--- src/rtl/ffs_pkg.sv ---
package ffs_pkg;

    // Three units per slot: one pulse unit followed by two quiet units.
    typedef enum logic [1:0] {
        PH_PULSE = 2'd0,
        PH_GAP1  = 2'd1,
        PH_GAP2  = 2'd2
    } phase_e;

    localparam int AUD_W_DEF = 24;

endpackage

--- src/rtl/ffs_flag_latch.sv ---
module ffs_flag_latch #(
    parameter  int NSTAT = 7,
    localparam int NSLOT = NSTAT + 1
) (
    input  logic             clk,
    input  logic             rst_n,
    input  logic             frame_stb,
    input  logic             sync_in,
    input  logic [NSTAT-1:0] status,
    output logic [NSLOT-1:0] flags
);

    typedef struct packed {
        logic [NSLOT-1:0] flags;
        logic             sync_pend;
    } lat_t;

    lat_t st_d, st_q;

    always_comb begin
        st_d = st_q;
        if (frame_stb) begin
            st_d.flags     = {status, st_q.sync_pend | sync_in};
            st_d.sync_pend = 1'b0;
        end else if (sync_in) begin
            st_d.sync_pend = 1'b1;
        end
    end

    always_ff @(posedge clk or negedge rst_n) begin
        if (!rst_n) st_q <= '0;
        else        st_q <= st_d;
    end

    assign flags = st_q.flags;

    // latched flags only change on a strobe
    a_r2_flags_hold: assert property (@(posedge clk) disable iff (!rst_n)
        !frame_stb |=> $stable(flags));

    // a strobe consumes the pending sync
    a_r5_sync_consumed: assert property (@(posedge clk) disable iff (!rst_n)
        frame_stb |=> !st_q.sync_pend);

    // a sync outside the strobe cycle is remembered
    a_r5_sync_capture: assert property (@(posedge clk) disable iff (!rst_n)
        (sync_in && !frame_stb) |=> st_q.sync_pend);

endmodule

--- src/rtl/ffs_slot_timer.sv ---
module ffs_slot_timer
    import ffs_pkg::*;
#(
    parameter  int UNIT_CYC = 8,
    parameter  int NSLOT    = 8,
    localparam int CNT_W    = (UNIT_CYC > 1) ? $clog2(UNIT_CYC) : 1,
    localparam int SLOT_W   = (NSLOT > 1) ? $clog2(NSLOT) : 1
) (
    input  logic              clk,
    input  logic              rst_n,
    input  logic              frame_stb,
    output logic              run,
    output logic [SLOT_W-1:0] slot,
    output logic              in_pulse
);

    localparam logic [CNT_W-1:0]  CNT_LAST  = CNT_W'(UNIT_CYC - 1);
    localparam logic [SLOT_W-1:0] SLOT_LAST = SLOT_W'(NSLOT - 1);

    typedef struct packed {
        logic              run;
        phase_e            ph;
        logic [SLOT_W-1:0] slot;
        logic [CNT_W-1:0]  cnt;
    } tim_t;

    tim_t st_d, st_q;

    always_comb begin
        st_d = st_q;
        if (frame_stb) begin
            st_d.run  = 1'b1;
            st_d.ph   = PH_PULSE;
            st_d.slot = '0;
            st_d.cnt  = '0;
        end else if (st_q.run) begin
            if (st_q.cnt == CNT_LAST) begin
                st_d.cnt = '0;
                unique case (st_q.ph)
                    PH_PULSE: st_d.ph = PH_GAP1;
                    PH_GAP1:  st_d.ph = PH_GAP2;
                    default: begin
                        st_d.ph   = PH_PULSE;
                        st_d.slot = (st_q.slot == SLOT_LAST) ? '0 : st_q.slot + 1'b1;
                    end
                endcase
            end else begin
                st_d.cnt = st_q.cnt + 1'b1;
            end
        end
    end

    always_ff @(posedge clk or negedge rst_n) begin
        if (!rst_n) st_q <= '{run: 1'b0, ph: PH_PULSE, slot: '0, cnt: '0};
        else        st_q <= st_d;
    end

    assign run      = st_q.run;
    assign slot     = st_q.slot;
    assign in_pulse = st_q.run && (st_q.ph == PH_PULSE);

    // unit counter never leaves its range
    a_r3_cnt_bound: assert property (@(posedge clk) disable iff (!rst_n)
        st_q.cnt <= CNT_LAST);

    // phase and slot hold while a unit is still counting
    a_r3_unit_hold: assert property (@(posedge clk) disable iff (!rst_n)
        (st_q.run && !frame_stb && st_q.cnt != CNT_LAST)
            |=> ($stable(st_q.ph) && $stable(st_q.slot)));

    // a strobe restarts at the first slot
    a_r7_restart: assert property (@(posedge clk) disable iff (!rst_n)
        frame_stb |=> (run && slot == '0 && st_q.ph == PH_PULSE && st_q.cnt == '0));

    // the last slot wraps back to the first
    a_r6_wrap: assert property (@(posedge clk) disable iff (!rst_n)
        (st_q.run && !frame_stb && st_q.slot == SLOT_LAST &&
         st_q.ph == PH_GAP2 && st_q.cnt == CNT_LAST) |=> (slot == '0 && in_pulse));

endmodule

--- src/rtl/ffs_lsb_insert.sv ---
module ffs_lsb_insert #(
    parameter int AUD_W = 24
) (
    input  logic             ins_en,
    input  logic             cur_flag,
    input  logic [AUD_W-1:0] aud_in,
    output logic [AUD_W-1:0] aud_out
);

    always_comb begin
        aud_out = aud_in;
        if (ins_en) aud_out[0] = cur_flag;
    end

endmodule

--- src/rtl/ffs_flag_serializer.sv ---
module ffs_flag_serializer #(
    parameter  int UNIT_CYC = 8,
    parameter  int NSTAT    = 7,
    parameter  int AUD_W    = ffs_pkg::AUD_W_DEF,
    localparam int NSLOT    = NSTAT + 1,
    localparam int SLOT_W   = (NSLOT > 1) ? $clog2(NSLOT) : 1
) (
    input  logic             clk,
    input  logic             rst_n,
    input  logic             frame_stb,
    input  logic             sync_in,
    input  logic [NSTAT-1:0] status,
    input  logic             ins_en,
    input  logic [AUD_W-1:0] aud_in,
    output logic             flag_line,
    output logic [AUD_W-1:0] aud_out
);

    logic [NSLOT-1:0]  flags;
    logic              run;
    logic [SLOT_W-1:0] slot;
    logic              in_pulse;
    logic              cur_flag;

    ffs_flag_latch #(.NSTAT(NSTAT)) u_latch (
        .clk      (clk),
        .rst_n    (rst_n),
        .frame_stb(frame_stb),
        .sync_in  (sync_in),
        .status   (status),
        .flags    (flags)
    );

    ffs_slot_timer #(.UNIT_CYC(UNIT_CYC), .NSLOT(NSLOT)) u_timer (
        .clk      (clk),
        .rst_n    (rst_n),
        .frame_stb(frame_stb),
        .run      (run),
        .slot     (slot),
        .in_pulse (in_pulse)
    );

    assign cur_flag  = run && flags[slot];
    assign flag_line = in_pulse && cur_flag;

    ffs_lsb_insert #(.AUD_W(AUD_W)) u_ins (
        .ins_en  (ins_en),
        .cur_flag(cur_flag),
        .aud_in  (aud_in),
        .aud_out (aud_out)
    );

    // the line is quiet when no sequence runs
    a_r4_idle_quiet: assert property (@(posedge clk) disable iff (!rst_n)
        !run |-> !flag_line);

    // no inserted flag while idle
    a_r8_idle_lsb: assert property (@(posedge clk) disable iff (!rst_n)
        (!run && ins_en) |-> !aud_out[0]);

endmodule

--- config.mk ---
export PLATFORM = sky130hd
export DESIGN_NAME = ffs_flag_serializer
export DESIGN_NICKNAME = d
export VERILOG_FILES = /design/src/rtl/ffs_pkg.sv /design/src/rtl/ffs_flag_latch.sv /design/src/rtl/ffs_slot_timer.sv /design/src/rtl/ffs_lsb_insert.sv /design/src/rtl/ffs_flag_serializer.sv
export SDC_FILE = /design/constraint.sdc
export NUM_CORES = 1
export LEC_CHECK = 0
export BUFFER_PORTS_ARGS = -buffer_cell sky130_fd_sc_hd__buf_2
export CORE_MARGIN = 4
export CORE_UTILIZATION = 45
export CTS_BUF_LIST = sky130_fd_sc_hd__clkbuf_4 sky130_fd_sc_hd__clkbuf_8
export CTS_CLUSTER_SIZE = 12
export DETAILED_ROUTE_END_ITERATION = 8
export GPL_TIMING_DRIVEN = 0
export PLACE_DENSITY = 0.79
export SYNTH_ARGS = -nofsm -noshare
export SYNTH_HDL_FRONTEND = slang
export SYNTH_HIERARCHICAL = 1
export SYNTH_SLANG_ARGS = --single-unit
--- constraint.sdc ---
create_clock -name clk -period 2.66 [get_ports clk]
set_input_delay 0.532 -clock clk [delete_from_list [all_inputs] [get_ports clk]]
set_output_delay 0.532 -clock clk [all_outputs]
set_load 0.05 [all_outputs]
Word-level counts from Yosys, hierarchy flattened:

Index checks and enable logic that the tools add are counted.
W data, S select, Z words.

* add/subtract/negate cells: 2
* $lt $le $gt $ge: 1
* eq/ne operators: 4
* muxes and demuxes: 12
* bitwise operators: 1
* reductions and logical operators: 10

Operator list (number)
* $mux W8: 2
* $mux W3: 3
* $add A3 B1 Y3 const B: 2
* $eq A3 B3 Y1 const B: 2
* $reduce_bool A2 Y1: 3
* $mux W5: 1
* $lt A3 B4 Y1 const B: 1
* $mux W1: 4
* $pmux W2 S2: 1
* $bmux W1 S3: 1
* $logic_and A1 B1 Y1: 3
* $reduce_and A3 Y1: 1
* $eq A2 B1 Y1 const B: 1
* $logic_not A2 Y1: 1
* $ne A2 B1 Y1 const B: 1
* $reduce_and A2 Y1: 1
* $reduce_or A2 Y1: 1
* $or A1 B1 Y1: 1

* bits in registers: 18
* input port bits: 36
* output and inout port bits: 25
* logic and storage cells: 36

Longest topological paths before layout:

Gate-level depths: netlist of the first run.

* depth in word-level cells: 6
* depth in mapped cells: 5
* depth with buffers taken out: 4

Modules after synthesis:

The synthesis of the first run kept the hierarchy.

Modules (own cells, without submodules)
* ffs_slot_timer: instances 1, cells each 43, area an instance 505.5 µm², seq. area each 225.2 µm²
* ffs_flag_latch: instances 1, cells each 29, area an instance 417.9 µm², seq. area each 225.2 µm²
* ffs_lsb_insert: instances 1, cells each 24, area an instance 187.7 µm², seq. area each 0.0 µm²
* ffs_flag_serializer: instances 1, cells each 13, area an instance 97.6 µm², seq. area each 0.0 µm²

Worst setup path after synthesis of the first run:

Ideal clock, no wire load.

* path type: reg-to-output
* from: reg u_timer.st_q (netlist bit u_timer/slot[0])
* to: out flag_line
* arrival: 1541 ps
* data required time: 2128 ps
* path slack: 587 ps
* stages on the path, launching flop included: 5
* path buffers: 1
* cells stage by stage: dfrtp_1 -> buf_4 -> mux2i_1 -> a22o_1 -> nor3_2

* longest elaborated chain between the ends: 4

Ends and longest elaborated chain
* from (decl): line ffs_slot_timer.sv:27 `tim_t st_d, st_q;`
* from (signal assigned): line ffs_slot_timer.sv:54 `if (!rst_n) st_q <= '{run: 1'b0, ph: PH_PULSE, slot: '0, cnt: '0};`
* from (signal assigned): line ffs_slot_timer.sv:55 `else st_q <= st_d;`
* $bmux W1 S3: line ffs_flag_serializer.sv:43 `assign cur_flag = run && flags[slot];`
* $mux W1 (implied by the code): line ffs_flag_serializer.sv:43
* $logic_and A1 B1 Y1: line ffs_flag_serializer.sv:43
* $logic_and A1 B1 Y1: line ffs_flag_serializer.sv:44 `assign flag_line = in_pulse && cur_flag;`
* to (decl): line ffs_flag_serializer.sv:15 `output logic flag_line,`

No other way between the ends. The select of a mux whose other input is x is not followed.

Final worst setup path of the first run:

* from: reg u_timer.st_q (netlist bit u_timer/slot[0])
* to: out aud_out[0]

* longest elaborated chain between the ends: 4

Ends and longest elaborated chain
* $bmux W1 S3: line ffs_flag_serializer.sv:43
* $mux W1 (implied by the code): line ffs_flag_serializer.sv:43
* $logic_and A1 B1 Y1: line ffs_flag_serializer.sv:43
* named net cur_flag: line ffs_flag_serializer.sv:23 `logic cur_flag;`
* $mux W1: line ffs_lsb_insert.sv:12 `if (ins_en) aud_out[0] = cur_flag;`
* to (decl): line ffs_flag_serializer.sv:16 `output logic [AUD_W-1:0] aud_out`

The timed path passes the listed nets, and every way through them passes these cells. The select of a mux whose other input is x is not followed.

==> results of run 1 <==
==> kinds of logic (layout without fill, tap and decap cells) <==
family / after synthesis / after routing / share of synthesized area
buffers and inverters: 38 / 79 / 0.237
DFF: 18 / 18 / 0.373
adders and majority gates: 4 / 4 / 0.0414
muxes: 16 / 16 / 0.172
xor gates and xnor gates: 1 / 1 / 0.00725
AOI/OAI and AO/OA: 8 / 8 / 0.0476
and+or+nand+nor: 24 / 24 / 0.122
==> power groups by stage <==
stage / registers (mW) / clock network, mW / logic (mW)
2_1_floorplan: 0.303 / 0 / 0.166
3_3_place_gp: 0.304 / 0 / 0.204
6_report: 0.301 / 0.168 / 0.206
3_5_place_dp: 0.306 / 0 / 0.207
4_1_cts: 0.301 / 0.175 / 0.208
5_1_grt: 0.303 / 0.189 / 0.218
==> cell usage in the layout (no fill, tap or decap) <==
master / synthesis / final
sky130_fd_sc_hd__nor2_1: 7 / 7
sky130_fd_sc_hd__dfrtp_1: 18 / 18
sky130_fd_sc_hd__nor3b_1: 1 / 1
sky130_fd_sc_hd__ha_1: 4 / 4
sky130_fd_sc_hd__nor2b_1: 2 / 2
sky130_fd_sc_hd__nor3_2: 1 / 1
sky130_fd_sc_hd__buf_4: 34 / 34
sky130_fd_sc_hd__a21oi_1: 4 / 4
sky130_fd_sc_hd__mux2i_1: 5 / 5
sky130_fd_sc_hd__nand4b_1: 1 / 1
sky130_fd_sc_hd__nand4bb_1: 1 / 1
sky130_fd_sc_hd__clkbuf_4: 0 / 3
sky130_fd_sc_hd__mux2_4: 9 / 9
sky130_fd_sc_hd__inv_1: 1 / 1
sky130_fd_sc_hd__nand2_1: 1 / 1
sky130_fd_sc_hd__clkbuf_8: 0 / 1
sky130_fd_sc_hd__mux2_2: 2 / 2
sky130_fd_sc_hd__a22o_1: 1 / 1
sky130_fd_sc_hd__o221ai_1: 1 / 1
sky130_fd_sc_hd__a21bo_2: 2 / 2
sky130_fd_sc_hd__nand2b_1: 6 / 6
sky130_fd_sc_hd__or2_2: 1 / 1
sky130_fd_sc_hd__nor3_1: 1 / 1
sky130_fd_sc_hd__xnor2_1: 1 / 1
sky130_fd_sc_hd__and3_4: 1 / 1
sky130_fd_sc_hd__nand3b_1: 1 / 1
sky130_fd_sc_hd__buf_6: 2 / 2
sky130_fd_sc_hd__buf_2: 1 / 38
==> path summary, 6_finish.rpt <==
| kind | end | start | depth (start not counted) | slack [ns] |
|---|---|---|---|---|
| setup reg to reg | u_timer/slot[0] | u_timer/st_q[0] | 4 | 1.20 |
| max in group asynchronous | u_timer/st_q[6] | rst_n | 1 | 2.20 |
| hold / removal | u_latch/flags[6] | rst_n | 1 | 0.16 |
| setup / recovery | aud_out[0] | u_timer/slot[0] | 6 | 0.15 |
| hold reg to reg | u_latch/st_q[0] | u_latch/st_q[0] | 2 | 0.50 |
| min in group clk | u_latch/flags[6] | status[5] | 2 | 0.46 |
==> critical path: stages (launching register included) <==
cell and delay (ns):
sky130_fd_sc_hd__dfrtp_1 0.40, sky130_fd_sc_hd__buf_4 0.16, sky130_fd_sc_hd__mux2_2 0.33, sky130_fd_sc_hd__o221ai_1 0.25
sky130_fd_sc_hd__nor2_1 0.08, sky130_fd_sc_hd__mux2_4 0.25, sky130_fd_sc_hd__buf_2 0.21
==> state kept, by name, indices dropped and copies added, names as in the netlist <==
| register | flops |
|---|---|
| u_timer/slot | 3 |
| u_latch/st_q | 1 |
| u_timer/st_q | 5 |
| u_latch/flags | 8 |
| u_timer/run | 1 |
==> layer usage <==
layer  up-vias  global-route usage  wire [um]
met3         2              0.0583        282
met5         -                   0          0
met1       375               0.148        853
li1        416                   -          -
met4         0              0.0222          7
met2        44               0.238       1140
==> final cells by class <==
cell class	instances	area [um2]	area share
sequential	18	450	0.307
inverter	1	3.75	0.00256
buffer	37	283	0.193
tap	30	37.5	0.0256
clock buffer	4	36.3	0.0247
multi-input combinational	53	472	0.321
timing repair buffer	37	185	0.126
==> metrics by stage <==
stage | instances | setup WS [ns] | total power, mW | hold WS, ns | cell area (um2)
finish | 180 | 0.149 | 0.674 | 0.156 | 1470
global route | 180 | 0.0301 | 0.710 | 0.168 | 1470
CTS | 180 | 0.128 | 0.684 | 0.164 | 1470
detailed placement | 176 | 0.470 | 0.513 | 0.476 | 1430
global placement | 176 | 0.485 | 0.508 | 0.457 | 1430
floorplan | 109 | 0.587 | 0.469 | 0.236 | 1210
==> flow_metrics.tcl, run 1 <==
set metrics [dict create \
    synth_sequential_area_ratio 0.373 \
    timing_worst_setup_path_type "reg2out" \
    firstDrtPassIters 2 \
    grt_pass1_wl_um 3620 \
    start_util 0.479 \
    synthArstFlopShare 1.00 \
    post-dp-hpwl_um 1820 \
    power_density_over_cell_area_nw_per_um2 460 \
    pin_count 61 \
    post_cts_buffers 0 \
    detail_route.drc_violations 0 \
    place_congestion 0.714 \
    global_route.usage.total 0.133 \
    rsz_0062_raised_after_global_routing "no" \
    postSynthCellCount 109 \
    postSynthNetCount 149 \
    core_ar_um2 2520 \
    switching_power_mw 0.212 \
    area.growth.synth_to_final_pct 21.4 \
    synth.ff_latch_count 18 \
    synth_largest_type_area_fraction 0.373 \
    finalMaxSlewViolations 0 \
    mappedNetlistArea_um2 1210 \
    critical_path_peak_fanout 4 \
    cap_violations 0 \
    finish.utilization 0.582 \
    vias_after_detailed_routing 837 \
    fillCellCount 215 \
    synthMostInstantiatedCell "sky130_fd_sc_hd__buf_4" \
    netlist_top_cells_count "sky130_fd_sc_hd__buf_4, sky130_fd_sc_hd__dfrtp_1, sky130_fd_sc_hd__mux2_4" \
    clk_path_buf_depth 2 \
    port-buffer-count 37 \
    tritoncts_clock_tree "done" \
    number_of_buffers_created_by_cts 3 \
    detail_route.iter0.violations 19 \
    finalSetupViolations 0 \
    slew_headroom 0.717 \
    clockPowerShare 0.249 \
    worst_hold_path_type "in2async" \
    intPower_mw 0.462 \
    wl_per_cell_um 12.7 \
    yosys_warnings 6 \
    static_power_due_to_leakage_nw 0.781 \
    route.final.wire_length_um 2280 \
    synth.largest_area_cell "sky130_fd_sc_hd__dfrtp_1" \
    die_x_um 59.8 \
    worstSetupStartpointType "flip-flop" \
    fp.dieArea_um2 3580 \
    post_cts_resized 0 \
    clock_latency_ns 0.29 \
    globalRouteOverflowTotal 0 \
    ant_nets 0 \
    final_layout_size_suffix_gt1_frac 0.627 \
    skew_ns 0.00455 \
    nets 191 \
    cp_data_arrival_time_ns 1.98 \
    layout_worst_path_cycle_share 0.944 \
    cts.sink_count 18 \
    synth_enable_flop_cells 0 \
    p_seq_frac 0.446 \
    status "complete, no violations" \
    endpoint_kind "output port" \
    antenna_found_initial 0 \
    clock.fmax_mhz 398 \
    die-height_um 59.8 \
    hold_viol_final 0 \
    netSwitchingFraction 0.315 \
    floorplan.rows 18 \
    first_global_vias 870 \
    netlist_top_cells_area "sky130_fd_sc_hd__dfrtp_1, sky130_fd_sc_hd__buf_4, sky130_fd_sc_hd__mux2_4" \
    antenna_cells_inserted 0 \
    vdd.ir_drop.worst_mv 0.329 \
    htree_levels 1 \
    tightest_slew_ns 0.424 \
    yosys.cell_types.count 26 \
    post_drt_via_cell_ratio 4.65 \
    setup-tns-final_ns 0 \
    comb_power_share 0.305 \
    cts_hold_buf 0 \
    time_the_final_worst_path_needs_with_i_o_delays_and_setup_ns 2.51 \
    dominantRegCellSynth "sky130_fd_sc_hd__dfrtp_1" \
    clkTransAtPathRegs_ns 0.10 \
    cp_data_required_time_ns 2.13 \
    clk_root_buffer_cell "sky130_fd_sc_hd__clkbuf_4" \
    postSynthAreaPerCell_um2 11.1 \
    grt_start_max_net_pins 19 \
]
Note: power is estimated with default switching activity, not from simulation.
==> run 2, diff against run 1 <==
Settings changed: RECOVER_POWER set to 25.
==> run 2 against run 1 <==
  * Clock power about the same
  * Combinational power about the same
  * Worst setup slack about the same
  * Fmax about the same
  * Die area unchanged
  * First-iteration DRC count unchanged
  * Critical path depth unchanged
  * Via count unchanged
  * Highest routed layer unchanged
==> flow_metrics.tcl, run 2 (synthesized netlist as in run 1, its figures left out) <==
set metrics [dict create \
    detail_route.drc_violations 0 \
    port-buffer-count 37 \
    die_x_um 59.8 \
    layout_commonest_cell "sky130_fd_sc_hd__buf_2" \
    route.final.wire_length_um 2280 \
    slowest_stage "sky130_fd_sc_hd__dfrtp_1" \
    time_the_final_worst_path_needs_with_i_o_delays_and_setup_ns 2.51 \
    dr.max_layer_used "met4" \
    clock_latency_ns 0.29 \
    setup-tns-final_ns 0 \
    firstDrtPassIters 2 \
    critical_path_peak_fanout 4 \
    most_used_cells_in_the_layout_excluding_fill_and_tap_cells "sky130_fd_sc_hd__buf_2, sky130_fd_sc_hd__buf_4, sky130_fd_sc_hd__dfrtp_1" \
    timing.reg2reg.setup_slack_ns 1.20 \
    finalMaxSlewViolations 0 \
    post_drt_via_cell_ratio 4.65 \
    grt_start_max_net_pins 19 \
    cts.sink_count 18 \
    power_density_over_cell_area_nw_per_um2 460 \
    timing_worst_setup_path_type "reg2out" \
    place_congestion 0.714 \
    met3_wirelength_um 281 \
    path_delay_family "multiplexers" \
    core_ar_um2 2520 \
    start_util 0.479 \
    nets 191 \
    final_layout_size_suffix_gt1_frac 0.620 \
    antenna_found_initial 0 \
    wl_per_cell_um 12.7 \
    cp_slowest_stage_delay_ns 0.40 \
    worst_hold_path_type "in2async" \
    path_buf_inv 2 \
    grt_pass1_wl_um 3620 \
    tightest_slew_ns 1.01 \
    number_of_buffers_created_by_cts 3 \
    global_route.usage.total 0.133 \
    ff_to_ff_path_depth 4 \
    status "complete, no violations" \
    die-height_um 59.8 \
    clkTransAtPathRegs_ns 0.10 \
    switching_power_mw 0.212 \
    antenna_cells_inserted 0 \
    tritoncts_clock_tree "done" \
    clk_root_buffer_cell "sky130_fd_sc_hd__clkbuf_4" \
    netSwitchingFraction 0.315 \
    vdd.ir_drop.worst_mv 0.329 \
    static_power_due_to_leakage_nw 0.778 \
    place_area_um2 1430 \
    drt-met1-wl_um 852 \
    finalSetupViolations 0 \
    p_seq_frac 0.446 \
    crit_path_cell_trace "buf_4, mux2_2, o221ai_1, nor2_1, mux2_4, buf_2" \
    pin_count 61 \
    intPower_mw 0.462 \
    post_cts_buffers 0 \
    slew_headroom 0.325 \
    worstSetupStartpointType "flip-flop" \
    comb_power_share 0.305 \
    clock.fmax_mhz 398 \
    post_cts_resized 0 \
    cts_hold_buf 0 \
    endpoint_kind "output port" \
    fp.dieArea_um2 3580 \
    largest_reg_flops 8 \
    vias_after_detailed_routing 837 \
    cap_violations 0 \
    post-dp-hpwl_um 1820 \
    fillCellCount 216 \
    area.growth.synth_to_final_pct 21.3 \
    floorplan.rows 18 \
    clk_path_buf_depth 2 \
    detail_route.iter0.violations 19 \
    hold_viol_final 0 \
    layout_worst_path_cycle_share 0.944 \
    met2_length_um 1140 \
    rr_endpoint "u_timer/slot[0]" \
    critical_path.reg2reg.startpoint "u_timer/st_q[0]" \
    skew_ns 0.00455 \
    first_global_vias 870 \
    cp_data_arrival_time_ns 1.98 \
    htree_levels 1 \
    globalRouteOverflowTotal 0 \
    cp_data_required_time_ns 2.13 \
    stdcell_area_um2 1470 \
    clockPowerShare 0.249 \
    rsz_0062_raised_after_global_routing "no" \
    ant_nets 0 \
]
-- run 2: how the worst max path moves through the flow --
stage	cells past startpoint	from	slack [ns]	end
after global placement	6	u_timer/slot[0]	0.48	aud_out[0]
after detailed placement	6	u_timer/slot[0]	0.47	aud_out[0]
after global routing	6	u_timer/slot[0]	0.03	aud_out[0]
after CTS	6	u_timer/slot[0]	0.13	aud_out[0]
final	6	u_timer/slot[0]	0.15	aud_out[0]
after floorplan	4	u_timer/slot[0]	0.59	flag_line
-- run 2: metal layers --
metal	up-vias	GRT usage
met1	375	0.148
li1	416	-
met4	0	0.0222
met3	2	0.0583
met2	44	0.238
met5	-	0
-- run 2: area by class of cell --
type,instances,area [um2],area share
Sequential cell,18,450,0.307
Multi-Input combinational cell,53,472,0.322
Timing Repair Buffer,37,184,0.125
Tap cell,30,37.5,0.0256
Buffer,37,283,0.193
Inverter,1,3.75,0.00256
Clock buffer,4,36.3,0.0247
-- run 2: power by group through the flow --
stage               Sequential [mW]  Combinational [mW]  Clock, mW
finish                        0.301               0.206      0.168
global route                  0.303               0.218      0.189
CTS                           0.301               0.208      0.175
detailed placement            0.306               0.207          0
global placement              0.304               0.204          0
floorplan                     0.303               0.166          0
-- run 2: through the flow --
step	setup slack, ns	power, mW	cells	hold WS (ns)	util
2_1_floorplan	0.587	0.469	109	0.236	-
3_3_place_gp	0.485	0.508	176	0.457	0.567
3_5_place_dp	0.470	0.513	176	0.476	0.567
4_1_cts	0.128	0.684	180	0.164	0.582
5_1_grt	0.0301	0.710	180	0.446	0.581
6_report	0.149	0.674	180	0.375	0.581
==> run 3, diff against run 2 <==
Settings changed: ABC_AREA set to 1, MAX_ROUTING_LAYER set to met4, PLACE_DENSITY 0.79 to 0.8.
==> run 3 against run 2 <==
  * Hold slack got worse by 0.024 ns
  * Critical path depth grew 4
  * Global-route usage fell by 1.1 points
  * Non-clock buffer count shrank 2
  * Combinational power is essentially flat
  * Synthesized area decreased by 2.8%
  * Cell area is 2.3% lower
  * Core utilization is 0.31 points lower
  * Sequential cell count is the same
  * Clock skew is 0.0040 ns lower
  * Largest cell class is now sequential cells
  * Highest routed layer unchanged
==> flow_metrics.tcl, run 3 <==
set metrics [dict create \
    postSynthNetCount 192 \
    cp-startpoint "u_timer/slot[0]" \
    ant_nets 0 \
    pin_count 61 \
    worst_slack_ns 0.516 \
    postSynthAreaPerCell_um2 7.73 \
    cp_data_required_time_ns 2.13 \
    layout_commonest_cell "sky130_fd_sc_hd__nand2_1" \
    clock.fmax_mhz 466 \
    worst_hold_path_type "in2async" \
    synthMostInstantiatedCell "sky130_fd_sc_hd__nand2_1" \
    synth_largest_type_area_fraction 0.383 \
    clock_latency_ns 0.28 \
    antenna_cells_inserted 0 \
    floorplan.rows 18 \
    synthArstFlopShare 1.00 \
    nets 234 \
    status "complete, no violations" \
    hold_viol_final 0 \
    antenna_found_initial 0 \
    start_util 0.474 \
    place_congestion 0.720 \
    ff_to_ff_path_depth 7 \
    synth.largest_area_cell "sky130_fd_sc_hd__dfrtp_1" \
    fillCellCount 266 \
    largest_reg_flops 8 \
    netlist_top_cells_count "sky130_fd_sc_hd__nand2_1, sky130_fd_sc_hd__buf_4, sky130_fd_sc_hd__dfrtp_1" \
    grt_pass1_wl_um 3290 \
    fin_cells 223 \
    firstDrtPassIters 4 \
    htree_levels 1 \
    port-buffer-count 37 \
    tightest_slew_ns 0.929 \
    clkTransAtPathRegs_ns 0.10 \
    number_of_buffers_created_by_cts 3 \
    finalMaxSlewViolations 0 \
    vias_after_detailed_routing 962 \
    skew_ns 0.000495 \
    wl_per_cell_um 9.62 \
    time_the_final_worst_path_needs_with_i_o_delays_and_setup_ns 2.14 \
    die-height_um 59.1 \
    clk_root_buffer_cell "sky130_fd_sc_hd__clkbuf_4" \
    clk_path_buf_depth 2 \
    groute.layer.met2.usage 0.200 \
    detail_route.drc_violations 0 \
    rr_endpoint "u_timer/slot[0]" \
    postSynthCellCount 152 \
    post_cts_resized 0 \
    cp_data_arrival_time_ns 1.61 \
    final_layout_size_suffix_gt1_frac 0.435 \
    first_global_vias 853 \
    mappedNetlistArea_um2 1170 \
    global_route.usage.total 0.123 \
    yosys_warnings 6 \
    most_used_cells_in_the_layout_excluding_fill_and_tap_cells "sky130_fd_sc_hd__nand2_1, sky130_fd_sc_hd__buf_2, sky130_fd_sc_hd__buf_4" \
    die_x_um 59.1 \
    cap_violations 0 \
    core_ar_um2 2480 \
    cts.sink_count 18 \
    dominantRegCellSynth "sky130_fd_sc_hd__dfrtp_1" \
    stdcell_area_um2 1430 \
    post-dp-hpwl_um 1780 \
    power_density_over_cell_area_nw_per_um2 474 \
    critical_path_peak_fanout 5 \
    critical_path.reg2reg.startpoint "u_timer/st_q[0]" \
    route.final.wire_length_um 2150 \
    rsz_0062_raised_after_global_routing "no" \
    synth_enable_flop_cells 0 \
    p_total_mw 0.679 \
    timing.hold.ws_ns 0.351 \
    post_cts_buffers 0 \
    endpoint_kind "output port" \
    grt.busiest_layer "met2" \
    netlist_top_cells_area "sky130_fd_sc_hd__dfrtp_1, sky130_fd_sc_hd__buf_4, sky130_fd_sc_hd__nand2_1" \
    crit_path_end "aud_out[0]" \
    slew_headroom 0.381 \
    layout_worst_path_cycle_share 0.806 \
    worstSetupStartpointType "flip-flop" \
    tritoncts_clock_tree "done" \
    cts_hold_buf 0 \
    fp.dieArea_um2 3490 \
    setup-tns-final_ns 0 \
    timing_worst_setup_path_type "reg2out" \
    grt_start_max_net_pins 19 \
    dpl_worst_slack_ns 0.820 \
    finalSetupViolations 0 \
    vdd.ir_drop.worst_mv 0.400 \
    area.growth.synth_to_final_pct 21.9 \
    detail_route.iter0.violations 15 \
    finish.utilization 0.578 \
    yosys.cell_types.count 18 \
    static_power_due_to_leakage_nw 0.880 \
    post_drt_via_cell_ratio 4.31 \
    placed_instances 219 \
    globalRouteMet1Util 0.151 \
    grtUsageMet3 0.0218 \
    timing.reg2reg.setup_slack_ns 1.43 \
    globalRouteOverflowTotal 0 \
    place_area_um2 1400 \
    synth_sequential_area_ratio 0.383 \
    synth.ff_latch_count 18 \
]
## run 3: changes by cell type in the layout (fill, tap and decap cells not counted), sizes merged, moves of 2 or more
cell / previous run / this run
o21ai: 0 / 4
nand3: 0 / 9
a21oi: 4 / 0
inv: 1 / 19
nor2b: 2 / 0
a21bo: 2 / 0
nand2: 1 / 49
mux2: 11 / 0
nand4: 0 / 3
buf: 73 / 71
mux2i: 5 / 0
nand2b: 6 / 0
## run 3: cells by family (layout without fill, tap and decap cells)
logic type | after synthesis | in the layout | share of synthesized area
buffers and inverters | 54 | 95 | 0.288
AOI/OAI and AO/OA | 4 | 4 | 0.0170
DFF | 18 | 18 | 0.383
adders and majority gates | 4 | 4 | 0.0426
and+or+nand+nor | 72 | 72 | 0.269
## run 3: how the worst min path moves through the flow
stage | to | cells after the start | from | slack, ns
3_5_place_dp | u_latch/flags[2] | 2 | u_latch/flags[2] | 0.46
6_report | u_latch/flags[3] | 1 | rst_n | 0.35
3_3_place_gp | u_latch/flags[2] | 2 | u_latch/flags[2] | 0.46
5_1_grt | u_latch/flags[3] | 1 | rst_n | 0.43
2_1_floorplan | u_latch/flags[0] | 0 | rst_n | 0.24
4_1_cts | u_latch/flags[5] | 1 | rst_n | 0.16
## run 3: area by class of cell
cell class,count,area (um2),share of cell area
buffer,35,267,0.186
clock buffer,4,36.3,0.0253
inverter,19,71.3,0.0498
multi-input combinational,80,387,0.270
sequential,18,450,0.314
tap,30,37.5,0.0262
timing repair buffer,37,184,0.128
## run 3: worst max-delay path, cell delays in order, from the launching register on
cell and delay, ns:
sky130_fd_sc_hd__dfrtp_1 0.42, sky130_fd_sc_hd__buf_4 0.16, sky130_fd_sc_hd__inv_2 0.06, sky130_fd_sc_hd__or2_0 0.10, sky130_fd_sc_hd__nand2_1 0.06, sky130_fd_sc_hd__nand3_2 0.06, sky130_fd_sc_hd__nand3_2 0.06, sky130_fd_sc_hd__inv_1 0.06
sky130_fd_sc_hd__nand2_1 0.04, sky130_fd_sc_hd__nand2_1 0.05, sky130_fd_sc_hd__buf_2 0.25
## run 3: metal layers
metal,vias to the layer above,part of all wire
met5,-,0
met4,0,0.0065
met3,2,0.13
met2,44,0.44
met1,401,0.42
li1,515,-
## run 3: power by group
| group | internal, mW | switching (mW) |
|---|---|---|
| Sequential | 0.293 | 0.0137 |
| Combinational | 0.0766 | 0.132 |
| Clock | 0.0832 | 0.0809 |
